--- src/rtl/bd_pkg.sv ---
package bd_pkg;
  typedef enum logic {
    PATH_REG = 1'b0,
    PATH_BUF = 1'b1
  } path_sel_e;
endpackage

--- src/rtl/bd_capture_reg.sv ---
module bd_capture_reg #(
  parameter int WIDTH     = 12,
  parameter int HOLD_BITS = 8
) (
  input  logic             clk,
  input  logic             rst,
  input  logic             cap_en_n,
  input  logic [WIDTH-1:0] d,
  output logic [WIDTH-1:0] q
);
  localparam int FREE_BITS = WIDTH - HOLD_BITS;

  generate
    if (HOLD_BITS > 0) begin : g_hold
      // lower group: loads only while the capture enable is asserted
      always_ff @(posedge clk) begin
        if (rst)
          q[HOLD_BITS-1:0] <= '0;
        else if (!cap_en_n)
          q[HOLD_BITS-1:0] <= d[HOLD_BITS-1:0];
      end
    end
    if (FREE_BITS > 0) begin : g_free
      // upper group: loads on every edge
      always_ff @(posedge clk) begin
        if (rst)
          q[WIDTH-1:HOLD_BITS] <= '0;
        else
          q[WIDTH-1:HOLD_BITS] <= d[WIDTH-1:HOLD_BITS];
      end
    end
  endgenerate
endmodule

--- src/rtl/bd_path_mux.sv ---
module bd_path_mux
  import bd_pkg::*;
#(
  parameter int WIDTH = 12
) (
  input  path_sel_e        sel,
  input  logic [WIDTH-1:0] buf_d,
  input  logic [WIDTH-1:0] reg_q,
  output logic [WIDTH-1:0] y
);
  always_comb begin
    unique case (sel)
      PATH_BUF: y = buf_d;
      default:  y = reg_q;
    endcase
  end
endmodule

--- src/rtl/bd_fanout.sv ---
module bd_fanout #(
  parameter int WIDTH  = 12,
  parameter int COPIES = 2
) (
  input  logic                    out_en_n,
  input  logic [WIDTH-1:0]        word,
  output logic [COPIES*WIDTH-1:0] dout,
  output logic                    drive
);
  assign drive = ~out_en_n;

  generate
    for (genvar c = 0; c < COPIES; c++) begin : g_copy
      assign dout[c*WIDTH +: WIDTH] = out_en_n ? '0 : word;
    end
  endgenerate
endmodule

--- src/rtl/dual_mode_bus_driver.sv ---
module dual_mode_bus_driver
  import bd_pkg::*;
#(
  parameter int WIDTH     = 12,
  parameter int HOLD_BITS = 8,
  parameter int COPIES    = 2
) (
  input  logic                    clk,
  input  logic                    rst,
  input  logic                    mode_buf,
  input  logic                    cap_en_n,
  input  logic                    out_en_n,
  input  logic [WIDTH-1:0]        din,
  output logic [COPIES*WIDTH-1:0] dout,
  output logic                    dout_drive
);
  localparam int OUT_W = COPIES * WIDTH;

  logic [WIDTH-1:0] reg_q;
  logic [WIDTH-1:0] sel_word;
  logic [OUT_W-1:0] fan_out;
  logic             fan_drive;
  path_sel_e        path;

  assign path = path_sel_e'(mode_buf);

  bd_capture_reg #(.WIDTH(WIDTH), .HOLD_BITS(HOLD_BITS)) u_reg (
    .clk      (clk),
    .rst      (rst),
    .cap_en_n (cap_en_n),
    .d        (din),
    .q        (reg_q)
  );

  bd_path_mux #(.WIDTH(WIDTH)) u_mux (
    .sel   (path),
    .buf_d (din),
    .reg_q (reg_q),
    .y     (sel_word)
  );

  bd_fanout #(.WIDTH(WIDTH), .COPIES(COPIES)) u_fan (
    .out_en_n (out_en_n),
    .word     (sel_word),
    .dout     (fan_out),
    .drive    (fan_drive)
  );

  assign dout       = fan_out;
  assign dout_drive = fan_drive;
endmodule

--- config.mk ---
export PLATFORM = sky130hd
export DESIGN_NAME = dual_mode_bus_driver
export DESIGN_NICKNAME = d
export VERILOG_FILES = /design/src/rtl/bd_pkg.sv /design/src/rtl/bd_capture_reg.sv /design/src/rtl/bd_path_mux.sv /design/src/rtl/bd_fanout.sv /design/src/rtl/dual_mode_bus_driver.sv
export SDC_FILE = /design/constraint.sdc
export NUM_CORES = 1
export LEC_CHECK = 0
export BUFFER_PORTS_ARGS = -buffer_cell sky130_fd_sc_hd__clkbuf_2
export CAP_MARGIN = 20
export CORE_ASPECT_RATIO = 1.1
export CORE_MARGIN = 1.5
export CORE_UTILIZATION = 44
export DETAILED_ROUTE_END_ITERATION = 7
export PLACE_DENSITY = 0.82
export SLEW_MARGIN = 20
export SYNTH_ARGS = -nofsm -noshare
export SYNTH_HDL_FRONTEND = slang
export SYNTH_SLANG_ARGS = --single-unit
--- constraint.sdc ---
create_clock -name clk -period 1.9 [get_ports clk]
set_clock_uncertainty 0.05 [all_clocks]
set_input_delay 0.19 -clock clk [delete_from_list [all_inputs] [get_ports clk]]
set_output_delay 0.19 -clock clk [all_outputs]
set_load 0.02 [all_outputs]
Yosys cells after proc, flatten, opt, wreduce, memory -nomap -nowiden
Index checks and enable logic that the tools add are counted.
{ "word_totals": {"ff_bits": 12, "latchBits": 0, "ramBits": 0, "mem_bits_ro": 0, "input_bits": 17, "output_inout_bits": 25, "elab_cells": 5, "n_memories": 0} }
{ "op_classes": {"n_addsub": 0, "mul": 0, "div": 0, "magnitude_cmp": 0, "n_eq_ne": 0, "n_shift": 0, "mux": 2, "n_bitwise": 1, "n_reduce_logical": 0} }
{ "op_table": {"columns": ["operator", "n"], "rows": [
  ["$mux 12", 2],
  ["$not 1->1", 1]
]} }

Longest topological paths before layout
{ "logic_depth": {"word_depth": 2, "ltp_mapped": 4, "depth_no_buf": 2} }

Hierarchy
A second synthesis with hierarchy kept.
{ "unflattened": {"cells_unflattened": 73, "area_unflattened_um2": 795.8} }
{ "by_module_without_submodules": {"columns": ["module", "n_inst", "cells_per_inst", "area_per_inst_um2", "seq_area_each_um2"], "rows": [
  ["bd_capture_reg", 1, 34, 391.6, 240.2],
  ["bd_fanout", 1, 26, 220.2, 0.0],
  ["bd_path_mux", 1, 13, 183.9, 0.0]
]} }

Worst setup path after synthesis
Ideal clock, no wire load.
{ "synth_timing": {"kind": "input -> output", "from": "in mode_buf", "to": "out dout[23]", "arrival_time_ps": 971, "required_time_ps": 1660, "slack_ps": 689, "path_stages": 4, "n_path_buf": 2, "path_cell_list": "buf_6 mux2i_1 nor2_1 buf_4"} }
{ "synth_via": {"elab_chain_len": 2} }
{ "synth_lines": {"columns": ["item", "line_no", "source"], "rows": [
  ["start: declaration", "dual_mode_bus_driver.sv:10", "input logic mode_buf,"],
  ["$mux 12", "bd_path_mux.sv:12", "unique case (sel)"],
  ["$mux 12", null, null],
  ["end: declaration", "dual_mode_bus_driver.sv:14", "output logic [COPIES*WIDTH-1:0] dout,"]
]} }
Every way passes these cells.

Final worst setup path
{ "layout_timing": {"from": "reg u_reg.q[3]", "to": "out dout[15]"} }
{ "layout_via": {"elab_chain_len": 2} }
{ "layout_lines": {"columns": ["item", "line_no", "source"], "rows": [
  ["start: declaration", "bd_capture_reg.sv:9", "output logic [WIDTH-1:0] q"],
  ["start signal: indexed assignment", "bd_capture_reg.sv:20", "q[HOLD_BITS-1:0] <= d[HOLD_BITS-1:0];"],
  ["$mux 12", "bd_path_mux.sv:12", null],
  ["$mux 12", "bd_fanout.sv:14", "assign dout[c*WIDTH +: WIDTH] = out_en_n ? '0 : word;"]
]} }
Every way passes these cells.

==> reports/qor.yml <==
max_freq_mhz: 810
powerDensity_mw_per_mm2: 769
rows: 14
cts_buffers: 3
finalCritPeriodShare: 0.650
drtIter0Drc: 4
path_class: "reg2out"
ir_worst_vdd_uv: 374
syn_inst: 73
cap_violations: 0
finalCriticalPeriod_ps: 1230
cp_slowest_cell: "dfxtp_1"
post_cts_resized: 0
cpPeakStageDelay_ps: 330
leakage_nw: 0.467
setup_violations: 0
post-route-cell-area_um2: 806
grt_pass1_vias: 449
worst_ep_required_time_ps: 1660
synthToLayoutAreaGrowth_pct: 21.5
root_buffer: "clkbuf_4"
rsz0062_at_grt: "false"
synth_top_area_share: 0.362
port_buffers: 41
arrival_ps: 990
post_cts_buffers: 0
antenna_found_initial: 0
async_flop_share: 0
clk_pin_slew_worst_paths_ps: 70
final_antenna_net_count: 0
yosys.area.top_type: "dfxtp_1"
endpoint_kind: "primary output"
synth_common_cells: "mux2i_1 (20), nor2_1 (20), buf_4 (13)"
final_hold_viol_count: 0
finalPower_mw: 0.620
core_mm2: 0.00138
synth.avg_cell_area_um2: 9.08
hold_buffers: 0
grt-ovfl-total: 0
drt_pass1_iterations: 3
yosysWarnings: 0
setup_tns_ps: 0
post_drt_wl_per_cell_um: 10.5
finalMaxSlewViolations: 0
cts_tree: "built"
wl_mm: 1.23
syn_nets: 90
drive_above_1_share: 0.441
nets: 120
vias: 562
place_area_um2: 769
regMostFlops: "u_reg.q"
cts_sinks: 12
synth_edf_count: 0
largestRegisters: "u_reg.q (12)"
drc: 0
synth_ff_type: "dfxtp_1"
ys_seq_area_frac: 0.362
clock_latency_ps: 270
die-width_um: 40.0
grt_usage: 0.152
finalWeightedCongestion: 0.624
ys_seq_elements: 12
clockBufferDepth: 2
grt_max_degree: 14
synth.area.top_cells: "dfxtp_1 (36%), mux2i_1 (30%), buf_4 (15%)"
grt_pass1_wl_mm: 1.80
die_h_um: 43.7
cp_max_fo: 2
status: "completed"
largest_reg_flops: 12
num_antenna_cells: 0
io-pin-count: 42
hp-class: "in2reg"
cts-htree-levels: 1
viasPerCell: 4.76
initial_utilization: 0.479
max_slew.worst_pin.slew_ps: 390
syn_area_um2: 663
startpoint_type: "register"
path_cells: "mux2i_1 -> nor2_1 -> clkbuf_2"
die-area_mm2: 0.00175
slew_headroom: 0.740
ys_types: 8
## worst max-delay path: cells and delay by family (launching register included)
| family | cells | cell delay, ps |
|---|---|---|
| and+or+nand+nor | 1 | 140 |
| muxes | 1 | 70 |
| buffers and inverters | 1 | 190 |
| DFF | 1 | 330 |
## report_power, final
group	switching, mW	internal (mW)
Combinational	0.0913	0.0579
Sequential	0.00581	0.266
Clock	0.0826	0.116
## cell usage in the layout (no fill, tap or decap), drive strengths merged
master,instances
clkbuf,45
mux2i,20
nor2,20
dfxtp,12
nor2b,4
inv,1
## layout make-up
type	count	area [um^2]
Timing Repair Buffer	41	205
Clock buffer	4	36.3
Tap cell	16	20.0
Multi-Input combinational cell	44	300
Fill cell	126	578
Sequential cell	12	240
Inverter	1	3.75
## final timing paths
path | startpoint | endpoint | slack (ps) | cells after the start
max | u_reg.q[3]$_SDFFE_PP0N_ | dout[15] | 670 | 3
min | din[11] | u_reg.q[11]$_SDFF_PP0_ | 100 | 2
max reg2reg | u_reg.q[7]$_SDFFE_PP0N_ | u_reg.q[7]$_SDFFE_PP0N_ | 1210 | 2
min reg2reg | u_reg.q[5]$_SDFFE_PP0N_ | u_reg.q[5]$_SDFFE_PP0N_ | 460 | 2
## routing by layer
layer | GRT usage | up-vias | wire, um
li1 | - | 283 | -
met1 | 0.178 | 246 | 501
met2 | 0.245 | 31 | 609
met3 | 0.0359 | 2 | 119
met4 | 0.0828 | 0 | 4
met5 | 0 | - | 0
## kinds of logic (layout without fill, tap and decap cells)
logic type	Yosys count	after routing	share of synthesized area
AND/OR/NAND/NOR	24	24	0.151
multiplexers	20	20	0.302
flip-flops	12	12	0.362
buffers and inverters	17	46	0.185
## per-stage QoR
stage	setup slack, ps	util	hold slack (ps)	instances
2_1_floorplan	689	-	212	73
3_3_place_gp	681	0.556	366	114
3_5_place_dp	657	0.556	374	114
4_1_cts	644	0.582	91.4	118
5_1_grt	568	0.582	99.1	118
6_report	666	0.582	96.3	118
No activity file was read; power rests on OpenSTA's default activity.
